## src/rtl/srf_pkg.sv

```systemverilog
`timescale 1ns/1ps
package srf_pkg;
  typedef enum logic [2:0] {
    SQ_OFF   = 3'd0,
    SQ_IDLE  = 3'd1,
    SQ_ENTER = 3'd2,
    SQ_HOLD  = 3'd3,
    SQ_SFU   = 3'd4,
    SQ_LEAVE = 3'd5
  } sq_state_e;

  // required idle frames: programmed value, never below the floor
  function automatic int unsigned floor_idle(input int unsigned prog,
                                             input int unsigned floor_v);
    floor_idle = (prog < floor_v) ? floor_v : prog;
  endfunction
endpackage

```

## src/rtl/srf_idle_counter.sv

```systemverilog
`timescale 1ns/1ps
module srf_idle_counter #(
  parameter int IDLE_W   = 4,
  parameter int MIN_IDLE = 6
) (
  input  logic              clk,
  input  logic              rst_n,
  input  logic              arm,
  input  logic              frame_tick,
  input  logic              scr_update,
  input  logic [IDLE_W-1:0] idle_prog,
  output logic              idle_done
);
  import srf_pkg::*;
  localparam int CW = IDLE_W + 1;

  logic [CW-1:0] eff_idle;
  logic [CW-1:0] cnt_q;
  logic [CW-1:0] cnt_inc;

  assign eff_idle  = CW'(floor_idle(int'(idle_prog), MIN_IDLE));
  assign cnt_inc   = cnt_q + CW'(1);
  assign idle_done = arm && frame_tick && !scr_update && (cnt_inc >= eff_idle);

  always_ff @(posedge clk or negedge rst_n) begin
    if (!rst_n)                   cnt_q <= '0;
    else if (!arm || scr_update)  cnt_q <= '0;
    else if (frame_tick)          cnt_q <= cnt_inc;
  end


  floor_chk: assert property (@(posedge clk) disable iff (!rst_n)
    idle_done |-> (cnt_q >= CW'(MIN_IDLE - 1)));
endmodule

```

## src/rtl/srf_sfu_flag.sv

```systemverilog
`timescale 1ns/1ps
module srf_sfu_flag (
  input  logic clk,
  input  logic rst_n,
  input  logic set_req,
  input  logic set_ok,
  input  logic clr,
  output logic pending
);
  always_ff @(posedge clk or negedge rst_n) begin
    if (!rst_n)                  pending <= 1'b0;
    else if (clr)                pending <= 1'b0;
    else if (set_req && set_ok)  pending <= 1'b1;
  end


  sfu_clear_chk: assert property (@(posedge clk) disable iff (!rst_n)
    clr |=> !pending);
endmodule

```

## src/rtl/srf_wake_hs.sv

```systemverilog
`timescale 1ns/1ps
module srf_wake_hs (
  input  logic clk,
  input  logic rst_n,
  input  logic start,
  input  logic ack,
  output logic req
);
  always_ff @(posedge clk or negedge rst_n) begin
    if (!rst_n)      req <= 1'b0;
    else if (start)  req <= 1'b1;
    else if (ack)    req <= 1'b0;
  end


  wake_hold_chk: assert property (@(posedge clk) disable iff (!rst_n)
    (req && !ack) |=> req);
endmodule

```

## src/rtl/srf_sequencer.sv

```systemverilog
`timescale 1ns/1ps
module srf_sequencer #(
  parameter int          IDLE_W    = 4,
  parameter int          MIN_IDLE  = 6,
  parameter logic [19:0] WAKE_ADDR = 20'h00600,
  parameter logic [7:0]  WAKE_DATA = 8'h01
) (
  input  logic              clk,
  input  logic              rst_n,
  input  logic              cfg_enable,
  input  logic              cfg_entry,
  input  logic              sfu_set,
  input  logic              frame_tick,
  input  logic              scr_update,
  input  logic [IDLE_W-1:0] idle_prog,
  input  logic              aux_wake_ack,
  output logic [2:0]        state_code,
  output logic              in_trans,
  output logic              active,
  output logic              aux_wake_req,
  output logic [19:0]       aux_wake_addr,
  output logic [7:0]        aux_wake_data,
  output logic              sfu_pending
);
  import srf_pkg::*;

  sq_state_e st_q, st_nx;

  // named internal events
  logic ev_idle_done;
  logic ev_exit_go;
  logic ev_wake_done;
  logic ev_sfu_go;
  logic ev_sfu_clr;

  srf_idle_counter #(.IDLE_W(IDLE_W), .MIN_IDLE(MIN_IDLE)) u_idle (
    .clk(clk), .rst_n(rst_n), .arm(st_q == SQ_ENTER),
    .frame_tick(frame_tick), .scr_update(scr_update),
    .idle_prog(idle_prog), .idle_done(ev_idle_done)
  );

  srf_sfu_flag u_sfu (
    .clk(clk), .rst_n(rst_n), .set_req(sfu_set), .set_ok(st_q != SQ_OFF),
    .clr(ev_sfu_clr), .pending(sfu_pending)
  );

  srf_wake_hs u_wake (
    .clk(clk), .rst_n(rst_n), .start(ev_exit_go), .ack(aux_wake_ack),
    .req(aux_wake_req)
  );

  assign ev_exit_go   = (st_q inside {SQ_HOLD, SQ_SFU}) && cfg_enable && !cfg_entry;
  assign ev_wake_done = (st_q == SQ_LEAVE) && aux_wake_req && aux_wake_ack;
  assign ev_sfu_go    = (st_q == SQ_HOLD) && cfg_enable && cfg_entry && sfu_pending;
  assign ev_sfu_clr   = ev_sfu_go || (st_nx == SQ_OFF) ||
                        ((st_q == SQ_ENTER) && (st_nx == SQ_HOLD));

  always_comb begin
    st_nx = st_q;
    unique case (st_q)
      SQ_OFF:   if (cfg_enable) st_nx = SQ_IDLE;
      SQ_IDLE:  if (!cfg_enable) st_nx = SQ_OFF;
                else if (cfg_entry) st_nx = SQ_ENTER;
      SQ_ENTER: if (!cfg_entry) st_nx = SQ_IDLE;
                else if (ev_idle_done) st_nx = SQ_HOLD;
      SQ_HOLD:  if (!cfg_enable) st_nx = SQ_OFF;
                else if (ev_exit_go) st_nx = SQ_LEAVE;
                else if (ev_sfu_go) st_nx = SQ_SFU;
      SQ_SFU:   if (!cfg_enable) st_nx = SQ_OFF;
                else if (ev_exit_go) st_nx = SQ_LEAVE;
                else if (frame_tick) st_nx = SQ_HOLD;
      SQ_LEAVE: if (ev_wake_done) st_nx = SQ_IDLE;
      default:  st_nx = SQ_OFF;
    endcase
  end

  always_ff @(posedge clk or negedge rst_n) begin
    if (!rst_n) st_q <= SQ_OFF;
    else        st_q <= st_nx;
  end

  assign state_code    = st_q;
  assign active        = (st_q == SQ_HOLD) || (st_q == SQ_SFU);
  assign in_trans      = (st_q == SQ_ENTER) || (st_q == SQ_LEAVE) || aux_wake_req;
  assign aux_wake_addr = WAKE_ADDR;
  assign aux_wake_data = WAKE_DATA;


  off_step_chk: assert property (@(posedge clk) disable iff (!rst_n)
    (st_q == SQ_OFF) |=> (st_q inside {SQ_OFF, SQ_IDLE}));

  enter_hold_chk: assert property (@(posedge clk) disable iff (!rst_n)
    (st_q == SQ_ENTER && cfg_entry && !frame_tick) |=> (st_q == SQ_ENTER));

  exit_chk: assert property (@(posedge clk) disable iff (!rst_n)
    ((st_q inside {SQ_HOLD, SQ_SFU}) && cfg_enable && !cfg_entry)
      |=> (st_q == SQ_LEAVE && aux_wake_req));

  leave_wait_chk: assert property (@(posedge clk) disable iff (!rst_n)
    (st_q == SQ_LEAVE && !aux_wake_ack) |=> (st_q == SQ_LEAVE));

  drop_chk: assert property (@(posedge clk) disable iff (!rst_n)
    ((st_q inside {SQ_IDLE, SQ_HOLD, SQ_SFU}) && !cfg_enable) |=> (st_q == SQ_OFF));

  sfu_back_chk: assert property (@(posedge clk) disable iff (!rst_n)
    (st_q == SQ_SFU && cfg_enable && cfg_entry && frame_tick) |=> (st_q == SQ_HOLD));
endmodule

```

## config.mk

```make
export PLATFORM = sky130hd
export DESIGN_NAME = srf_sequencer
export DESIGN_NICKNAME = d
export VERILOG_FILES = /design/src/rtl/srf_pkg.sv /design/src/rtl/srf_idle_counter.sv /design/src/rtl/srf_sfu_flag.sv /design/src/rtl/srf_wake_hs.sv /design/src/rtl/srf_sequencer.sv
export SDC_FILE = /design/constraint.sdc
export NUM_CORES = 1
export LEC_CHECK = 0
export ABC_AREA = 0
export ABC_CLOCK_PERIOD_IN_PS = 2100
export BUFFER_PORTS_ARGS = -buffer_cell sky130_fd_sc_hd__buf_2
export CAP_MARGIN = 15
export CORE_MARGIN = 2
export CORE_UTILIZATION = 46
export CTS_BUF_LIST = sky130_fd_sc_hd__clkbuf_8 sky130_fd_sc_hd__clkbuf_16
export DETAILED_ROUTE_END_ITERATION = 8
export PLACE_DENSITY_LB_ADDON = 0.12
export SYNTH_ARGS = -nofsm -noshare
export SYNTH_HDL_FRONTEND = slang
export SYNTH_SLANG_ARGS = --single-unit
```

## constraint.sdc

```tcl
create_clock -name clk -period 2.1 [get_ports clk]
set_input_delay 0.105 -clock clk [delete_from_list [all_inputs] [get_ports clk]]
set_output_delay 0.105 -clock clk [all_outputs]
set_load 0.03 [all_outputs]
```

==> Yosys cells after proc, flatten, opt, wreduce, memory -nomap -nowiden <==
Index checks and enable logic that the tools add are counted.
{ "word_totals": {"ramBits": 0, "output_inout_bits": 35, "elab_cells": 61, "n_memories": 0, "register_bits": 10, "in_bits": 12, "mem_bits_ro": 0, "latch_bits": 0} }
{ "classes": {"eq_ne": 6, "reduce_logical": 28, "order_cmp": 2, "n_addsub": 1, "div": 0, "mux": 20, "multipliers": 0, "shifts": 0, "bitwise": 0} }
{ "op_table": {"columns": ["operator", "n"], "rows": [
  ["two-way mux 3 bit", 12],
  ["one-hot mux 3 bit (6 select lines)", 1],
  ["logical AND 1 bit", 12],
  ["two-way mux 5 bit", 2],
  ["== test 3 x 2 -> 1 bit (second input constant)", 3],
  ["nonzero test 2 bit", 4],
  ["== test 3 bit (second input constant)", 2],
  ["logical NOT 3 bit", 2],
  ["logical OR 1 bit", 6],
  ["adder 5 x 1 -> 5 bit (second input constant)", 1],
  [">= comparator 5 bit", 1],
  ["< comparator 4 x 3 -> 1 bit (second input constant)", 1],
  ["two-way mux 1 bit", 4],
  ["two-way mux 4 bit", 1],
  ["== test 3 x 1 -> 1 bit (second input constant)", 1],
  ["logical NOT 1 bit", 3],
  ["nonzero test 3 bit", 1]
]} }

==> Logic depth before layout (Yosys ltp) <==
Gate-level depths: netlist of the first run.
{ "depth": {"depth_word": 12, "mapped_depth": 8, "ltp_nobuf": 8} }

==> By module <==
From an unflattened synthesis of the first run, not the netlist that was laid out.
{ "hier_totals": {"cells_unflattened": 118, "area_unflattened_um2": 988.4} }
{ "by_module_without_submodules": {"columns": ["module", "cells_per_inst", "area_each_um2", "n_inst", "seq_area_each_um2"], "rows": [
  ["srf_sequencer", 69, 528.0, 1, 75.1],
  ["srf_idle_counter", 43, 390.4, 1, 125.1],
  ["srf_wake_hs", 3, 36.3, 1, 25.0],
  ["srf_sfu_flag", 3, 33.8, 1, 25.0]
]} }

==> Worst setup path after synthesis of the first run <==
OpenSTA, ideal clock, no wires.
{ "synth_timing": {"path_type": "register -> register", "from": "reg st_q[2], in the netlist state_code[2]", "to": "reg u_sfu.pending", "period_less_slack_ns": 2.029, "path_buffers": 0, "setup_slack_ns": 0.071, "setup_ns": 0.099, "arrival_time_ns": 1.929, "required_time_ns": 2.001, "stages_incl_launch_ff": 6, "cell_sequence": "dfrtp_1 nand2b_1 mux2i_1 and3b_1 a311oi_1 a311oi_1"} }
{ "synth_between": {"elab_chain_cells": 12, "word_cells_on_any_way": 39, "cone_classes": "eq/ne (6); mux (14); reduce/logical (19)"} }
{ "synth_lines": {"columns": ["element", "line", "text"], "rows": [
  ["start, declared", "srf_sequencer.sv:27", "sq_state_e st_q, st_nx;"],
  ["start signal, assigned", "srf_sequencer.sv:79", "else st_q <= st_nx;"],
  ["== test 3 x 2 -> 1 bit", "srf_sequencer.sv:52, srf_sequencer.sv:54, srf_sequencer.sv:60", null],
  ["logical AND 1 bit (3 in series)", "srf_sequencer.sv:54", "assign ev_sfu_go = (st_q == SQ_HOLD) && cfg_enable && cfg_entry && sfu_pending;"],
  ["two-way mux 3 bit", "srf_sequencer.sv:68", "else if (ev_sfu_go) st_nx = SQ_SFU;"],
  ["two-way mux 3 bit", "srf_sequencer.sv:67", "else if (ev_exit_go) st_nx = SQ_LEAVE;"],
  ["two-way mux 3 bit", "srf_sequencer.sv:66", "SQ_HOLD: if (!cfg_enable) st_nx = SQ_OFF;"],
  ["one-hot mux 3 bit (6 select lines)", "srf_sequencer.sv:60", "unique case (st_q)"],
  ["== test 3 x 2 -> 1 bit / logical NOT 3 bit (equally long branches)", "srf_sequencer.sv:56, srf_sequencer.sv:55", null],
  ["logical AND 1 bit / logical OR 1 bit (equally long branches)", "srf_sequencer.sv:56, srf_sequencer.sv:55", null],
  ["logical OR 1 bit", "srf_sequencer.sv:55", "assign ev_sfu_clr = ev_sfu_go || (st_nx == SQ_OFF) ||"],
  ["two-way mux 1 bit / nonzero test 2 bit (equally long branches)", null, null],
  ["end signal, assigned", "srf_sfu_flag.sv:11", "if (!rst_n) pending <= 1'b0;"],
  ["end signal, assigned", "srf_sfu_flag.sv:12", "else if (clr) pending <= 1'b0;"],
  ["end signal, assigned", "srf_sfu_flag.sv:13", "else if (set_req && set_ok) pending <= 1'b1;"],
  ["end, declared", "srf_sfu_flag.sv:8", "output logic pending"]
]} }
Parallel ways exist; a longest one is shown, timed or not.
A chain may end at the register's enable or synchronous reset.

==> Worst setup path in the final report of the first run <==
{ "layout_timing": {"from": "reg u_idle.cnt_q[1]", "to": "reg u_sfu.pending"} }
{ "layout_between": {"elab_chain_cells": 10, "word_cells_on_any_way": 13, "cone_classes": "add/sub (1); order compare (1); eq/ne (1); mux (4); reduce/logical (6)"} }
{ "layout_lines": {"columns": ["element", "line", "text"], "rows": [
  ["start, declared", "srf_idle_counter.sv:18", "logic [CW-1:0] cnt_q;"],
  ["start signal, assigned", "srf_idle_counter.sv:28", "else if (frame_tick) cnt_q <= cnt_inc;"],
  ["adder 5 x 1 -> 5 bit (*)", "srf_idle_counter.sv:22", "assign cnt_inc = cnt_q + CW'(1);"],
  [">= comparator 5 bit (*)", "srf_idle_counter.sv:23", "assign idle_done = arm && frame_tick && !scr_update && (cnt_inc >= eff_idle);"],
  ["logical AND 1 bit (*)", "srf_idle_counter.sv:23", null],
  ["two-way mux 3 bit (*)", "srf_sequencer.sv:65", "else if (ev_idle_done) st_nx = SQ_HOLD;"],
  ["two-way mux 3 bit (*)", "srf_sequencer.sv:64", "SQ_ENTER: if (!cfg_entry) st_nx = SQ_IDLE;"],
  ["one-hot mux 3 bit (6 select lines) (*)", "srf_sequencer.sv:60", null],
  ["== test 3 x 2 -> 1 bit / logical NOT 3 bit (equally long branches)", "srf_sequencer.sv:56, srf_sequencer.sv:55", null],
  ["logical AND 1 bit / logical OR 1 bit (equally long branches)", "srf_sequencer.sv:56, srf_sequencer.sv:55", null],
  ["logical OR 1 bit (*)", "srf_sequencer.sv:55", null],
  ["two-way mux 1 bit / nonzero test 2 bit (equally long branches)", null, null]
]} }
Every way passes the cells marked *; elsewhere a longest branch is shown, timed or not.

==> out/results.tsv, run 1 <==
stage	metric	value	unit
clock_network	Clock Path Buffers	2	
worst_setup_path	slowest CP cell	dfrtp_1	
clock_network	Post-CTS Setup Repair Bufs	0	
power	switch share	43.9	%
sta	skew final	0.00233	ns
logic_synthesis	EDFF count, synth	0	
worst_setup_path	worst setup path class	flop to flop	
sta	Final Slew Violations	0	
floorplanning	I/O pin total	47	
worst_setup_path	crit path capture type	flop	
clock_network	Clk pin slew, worst setup/hold paths	0.05	ns
final_layout	share of post-route cells with drive strength above 1	20.3	%
logic_synthesis	Post-Syn Instances	120	
clock_network	clock sinks	10	
place	pre-CTS setup slack	0.167	ns
power	PD cells	881	nW/um2
power	Comb power frac	42.3	%
logic_synthesis	top-count cell post-synth	buf_4	
floorplanning	# rows	16	
floorplanning	starting density of the core	49.6	%
logic_synthesis	Synth Cell Area	992	um2
power	LEAKAGE	0.000575	uW
route	DRT iter0 DRCs	15	
floorplanning	die height	50.4	um
worst_setup_path	Max stage delay on crit path	0.40	ns
min_path	hold depth	3	
grt	initial antenna violation count	0	
worst_setup_path	Max Fanout on Critical Path	4	
logic_synthesis	Yosys top cell by area	dfrtp_1	
worst_setup_path	most used cell, CP	ha_1	
route	met2 routed WL	777	um
grt	GRT Util Overall	14.9	%
place	input/output buffers	18	
logic_synthesis	main flop type after synthesis	dfrtp_1	
logic_synthesis	Synth top area share	25.2	%
final_layout	ant diodes	0	
route	highest metal layer with signal wires	met4	
power	Pint	517	uW
clock_network	worst skew pair latency	0.24	ns
worst_setup_path	worst path required time	2.24	ns
sta	WHS	0.154	ns
route	average wire per standard cell	10.2	um
floorplanning	Die Footprint	2540	um2
clock_network	post-cts resize count	0	
final_layout	synthesis-to-finish area growth	5.42	%
floorplanning	CORE AREA	2000	um2
clock_network	H-tree lvl count	1	
grt	grt ovf	0	
final_layout	Final Cell Area	1050	um2
min_path	Hold Crit Class	input port to flop	
logic_synthesis	top cells by instance count after synthesis	buf_4 (28), nor2_1 (11), dfrtp_1 (10)	
worst_setup_path	Critical Path Source Type	flop	
route	drt pass-1 iters	4	
route	Post-route DRC	0	
status	outcome	finished, final reports clean	
sta	final setup TNS	0	ns
clock_network	CTS tree	yes	
route	detailed-route via count	778	
power	P_sw	405	uW
grt	global-route wire length before repair	2840	um
sta	RSZ-0062 raised after global routing	false	
power	peak supply drop	0.410	mV
sta	# setup viols final	0	
logic_synthesis	Distinct cells, synth	36	
sta	Max Freq	514	MHz
clock_network	CTS buffer count	3	
sta	post-route worst setup slack	0.155	ns
place	Final Wtd Congestion	0.810	
logic_synthesis	Seq/Total Area, Yosys	25.2	%
sta	Final Hold Fails	0	
worst_setup_path	critical-path cell list	ha_1 > xor2_1 > ha_1 > o21ai_0 > a21oi_1 > o31a_2 > a311oi_1	
power	clock network fraction of design power	26.0	%
place	Detailed Place HPWL	1370	um
route	final antenna-violating net count	0	
route	vias per cell	4.72	
grt	vias in the first global route	636	
grt	largest net degree at the start of global routing	17	
final_layout	fin nets	156	
logic_synthesis	Post-synth ARST share	100	%
logic_synthesis	post-synthesis sequential element count	10	
route	total wire length	1680	um
route	met3 WL	112	um
job	max-cap violations	0	
floorplanning	Die X	50.4	um
logic_synthesis	Synth area leaders	dfrtp_1 (25%), buf_4 (21%), ha_1 (6.3%)	
logic_synthesis	Avg Inst Size Synth	8.27	um2
place	Placed Area	981	um2
power	Seq pwr share	31.7	%
sta	Final min period	1.94	ns
worst_setup_path	Reg2Reg Depth	7	
clock_network	Root Driver	clkbuf_8	
worst_setup_path	CP arrival	2.09	ns
clock_network	cts hold-fix bufs	1	
logic_synthesis	YS warnings	0	
sta	period utilization	92.6	%
route	M1 wire length	776	um
kinds of logic after synthesis:
family,synth area share (%)
buffers and inverters,26.5
and+or+nand+nor,18.4
AOI/OAI and AO/OA,14.6
DFF,25.2
xor gates and xnor gates,6.18
adders and majority gates,6.31
other,0.757
muxes,2.02
critical path, delay by kind of cell (launching register included):
kind	cells	cell delay, ns
xor gates and xnor gates	1	0.17
DFF	1	0.40
AOI/OAI and AO/OA	4	0.74
adders and majority gates	2	0.53
power groups by stage:
stage	clock [uW]	combinational (uW)	sequential, uW
floorplan	0	327	319
global placement	0	390	293
detailed placement	0	388	293
CTS	247	391	290
global route	259	424	298
finish	240	390	292
stage by stage:
step,utilization [%],power (uW),cells
floorplan,-,645,146
global placement,49.0,683,160
detailed placement,49.0,681,160
CTS,52.3,928,165
global route,52.3,981,165
finish,52.3,921,165
sequential cells by signal, summed over array words and instances (netlist names):
name	flops
u_wake.req	1
state_code	3
u_sfu.pending	1
u_idle.cnt_q	5
final cells by class:
type                            instances  area [um2]
Clock buffer                            4        55.1
Fill cell                             204         956
Inverter                                6        22.5
Multi-Input combinational cell         98         577
Sequential cell                        10         250
Tap cell                               27        33.8
Timing Repair Buffer                   20         108
routing by layer:
layer | vias to the layer above | GRT usage [%]
met1 | 358 | 20.5
met4 | 0 | 5.41
met5 | - | 0
li1 | 385 | -
met2 | 32 | 21.5
met3 | 3 | 5.36
final timing paths:
check,end,startpoint,slack [ns]
max,u_sfu.pending,u_idle.cnt_q[1],0.16
min,u_wake.req,aux_wake_ack,0.15
max reg2reg,u_sfu.pending,u_idle.cnt_q[1],0.16
min reg2reg,u_wake.req,u_wake.req,0.53
max in group asynchronous,u_idle.cnt_q[0],rst_n,1.66
min in group asynchronous,u_idle.cnt_q[4],rst_n,0.26
cells in the final DEF (no fill, tap or decap), drive strengths merged, types with 2 or more instances in the layout:
| cell type | netlist | routed |
|---|---|---|
| mux2i | 2 | 2 |
| inv | 6 | 6 |
| or2b | 2 | 2 |
| conb | 2 | 28 |
| nand2b | 2 | 2 |
| nor2 | 11 | 11 |
| a21oi | 5 | 5 |
| ha | 5 | 5 |
| dfrtp | 10 | 10 |
| nor3 | 2 | 2 |
| xor2 | 4 | 4 |
| a311oi | 2 | 2 |
| buf | 30 | 19 |
| nand4 | 2 | 2 |
| a211o | 2 | 2 |
| nand2 | 8 | 8 |
| o21ai | 3 | 3 |
| clkbuf | 2 | 4 |
| xnor2 | 3 | 3 |
| nand3 | 3 | 3 |
Note: power is estimated with default switching activity, not from simulation.
==> run 2, diff against run 1 <==
Settings changed: ABC_CLOCK_PERIOD_IN_PS 2100 to 2000.
Clock period 2.1 ns to 2 ns, I/O delays scaled along.
==> run 2 against run 1 <==
Compared with the run above:
- clock power increased by 4%
- maximum frequency increased by 2.2%
- register-to-register slack lost 0.06 ns
- count of clock-buffer cells in the layout unchanged
- worst hold slack better by 0.011 ns
- critical path depth unchanged
- utilization increased by 0.63 points
- sequential cell count stayed put
==> out/results.tsv, run 2 (synthesis gave the netlist of run 1 again) <==
stage	metric	value	unit	change
status	outcome	finished, final reports clean		unchanged
worst_setup_path	critical-path cell list	ha_2 > xor2_1 > ha_1 > o21ai_0 > a21oi_1 > o31a_2 > a311oi_2		was ha_1 > xor2_1 > ha_1 > o21ai_0 > a21oi_1 > o31a_2 > a311oi_1
sta	Max Freq	525	MHz	was 514 MHz
clock_network	Clk pin slew, worst setup/hold paths	0.05	ns	about the same
route	Post-route DRC	0		unchanged
final_layout	share of post-route cells with drive strength above 1	22.5	%	was 20.3%
route	total wire length	1680	um	about the same
final_layout	fin nets	156		unchanged
route	DRT iter0 DRCs	9		was 15
sta	WHS	0.165	ns	was 0.154 ns
route	average wire per standard cell	10.2	um	about the same
place	Final Wtd Congestion	0.740		was 0.810
route	drt pass-1 iters	4		unchanged
clock_network	H-tree lvl count	1		unchanged
final_layout	synthesis-to-finish area growth	6.68	%	was 5.42%
place	input/output buffers	18		unchanged
min_path	Worst Hold Launch	aux_wake_ack		unchanged
sta	# setup viols final	0		unchanged
worst_setup_path	setup slack, reg-to-reg	0.1	ns	was 0.16 ns
floorplanning	die height	50.4	um	unchanged
final_layout	ant diodes	0		unchanged
worst_setup_path	Setup crit start	u_idle.cnt_q[1]		unchanged
sta	Final Slew Violations	0		unchanged
job	max-cap violations	0		unchanged
floorplanning	CORE AREA	2000	um2	unchanged
worst_setup_path	Reg2Reg Depth	7		unchanged
worst_setup_path	worst path required time	2.14	ns	was 2.24 ns
worst_setup_path	crit path capture type	flop		unchanged
clock_network	CTS buffer count	3		unchanged
floorplanning	I/O pin total	47		unchanged
route	vias per cell	4.58		was 4.72
grt	initial antenna violation count	0		unchanged
clock_network	clock sinks	10		unchanged
worst_setup_path	CP bufs+invs	0		unchanged
grt	vias in the first global route	635		was 636
worst_setup_path	CP arrival	2.04	ns	was 2.09 ns
final_layout	commonest non-fill, non-tap cell in the layout	conb_1		unchanged
power	Overall Power	980	uW	was 921 uW
sta	Final min period	1.90	ns	was 1.94 ns
floorplanning	Die Footprint	2540	um2	unchanged
final_layout	Largest register FFs	5		unchanged
worst_setup_path	worst setup path class	flop to flop		unchanged
sta	skew final	0.00174	ns	was 0.00233 ns
worst_setup_path	Max Fanout on Critical Path	4		unchanged
power	peak supply drop	0.408	mV	was 0.410 mV
floorplanning	# rows	16		unchanged
power	LEAKAGE	0.000572	uW	was 0.000575 uW
worst_setup_path	Max stage delay on crit path	0.40	ns	about the same
clock_network	Root Driver	clkbuf_8		unchanged
worst_setup_path	FF-to-FF Start	u_idle.cnt_q[1]		unchanged
sta	period utilization	95.2	%	was 92.6%
sta	Final Hold Fails	0		unchanged
floorplanning	starting density of the core	49.6	%	unchanged
clock_network	Clock Path Buffers	2		unchanged
final_layout	most frequent cells in the layout	conb_1 (28), buf_2 (18), nor2_1 (11)		unchanged
min_path	Hold Crit Class	input port to flop		unchanged
place	Detailed Place HPWL	1340	um	was 1370 um
floorplanning	Die X	50.4	um	unchanged
min_path	hold depth	3		unchanged
route	detailed-route via count	756		was 778
clock_network	CTS tree	yes		unchanged
grt	global-route wire length before repair	2770	um	was 2840 um
worst_setup_path	Largest delay share family, worst path	compound AO/OA/AOI/OAI gates		unchanged
clock_network	worst skew pair latency	0.23	ns	was 0.24 ns
grt	largest net degree at the start of global routing	17		unchanged
worst_setup_path	Critical Path Source Type	flop		unchanged
route	final antenna-violating net count	0		unchanged
min_path	hold endpoint	u_wake.req		unchanged
final_layout	Top reg by flops	u_idle.cnt_q		unchanged
worst_setup_path	reg2reg end	u_sfu.pending		unchanged
grt	grt ovf	0		unchanged
power	PD cells	926	nW/um2	was 881 nW/um2
worst_setup_path	slowest CP cell	dfrtp_1		unchanged
grt	GRT Util Overall	14.0	%	was 14.9%
## run 2: cell count changes in the layout (fill, tap and decap cells not counted)
cell	before	now
ha_2	0	1
mux2i_2	0	1
a311oi_2	0	1
mux2i_1	2	1
ha_1	5	4
a311oi_1	2	1
## run 2: final cells by class
class	instances	area [um2]
multi-input combinational	98	589
tap	27	33.8
inverter	6	22.5
clock buffer	4	55.1
fill	196	943
sequential	10	250
timing repair buffer	20	108
## run 2: metal layers
metal	vias up	GRT usage [%]	routed length (um)
met5	-	0	0
met4	0	4.05	5
met3	2	1.79	112
met2	26	23.2	847
met1	342	19.0	711
li1	386	-	-
## run 2: worst max-delay path by stage
stage	end	slack, ns	cells after the start
2_1_floorplan	u_sfu.pending	0.11	7
3_3_place_gp	u_sfu.pending	0.12	7
3_5_place_dp	u_sfu.pending	0.07	7
4_1_cts	u_sfu.pending	0.05	7
5_1_grt	u_sfu.pending	-0.01	7
6_report	u_sfu.pending	0.1	7
## run 2: through the flow
stage | std cells | area (um2) | setup slack, ns | TNS (ns) | utilization (%)
2_1_floorplan | 146 | 1090 | 0.115 | 0 | -
3_3_place_gp | 160 | 985 | 0.116 | 0 | 49.2
3_5_place_dp | 160 | 985 | 0.0728 | 0 | 49.2
4_1_cts | 165 | 1050 | 0.0463 | 0 | 52.4
5_1_grt | 165 | 1060 | -0.0115 | -0.0115 | 52.9
6_report | 165 | 1060 | 0.0968 | 0 | 52.9
## run 2: where the power goes
part           total (uW)  switching [uW]  internal, uW
clock                 249            75.9           173
sequential            306            74.4           232
combinational         425             278           147
total                 980             428           552
## run 2: timing repair
item / CTS / global route
hold endpoints to repair: 10 / 0
hold buffers: 1 / 0
setup buffers: 0 / 0
setup endpoints to repair: 0 / 1
resized for setup: 0 / 2
## run 2: tightest hold or removal path: cells and delay by family
family / cells / cell delay, ns
buffers and inverters: 2 / 0.15
AOI/OAI and AO/OA: 1 / 0.11
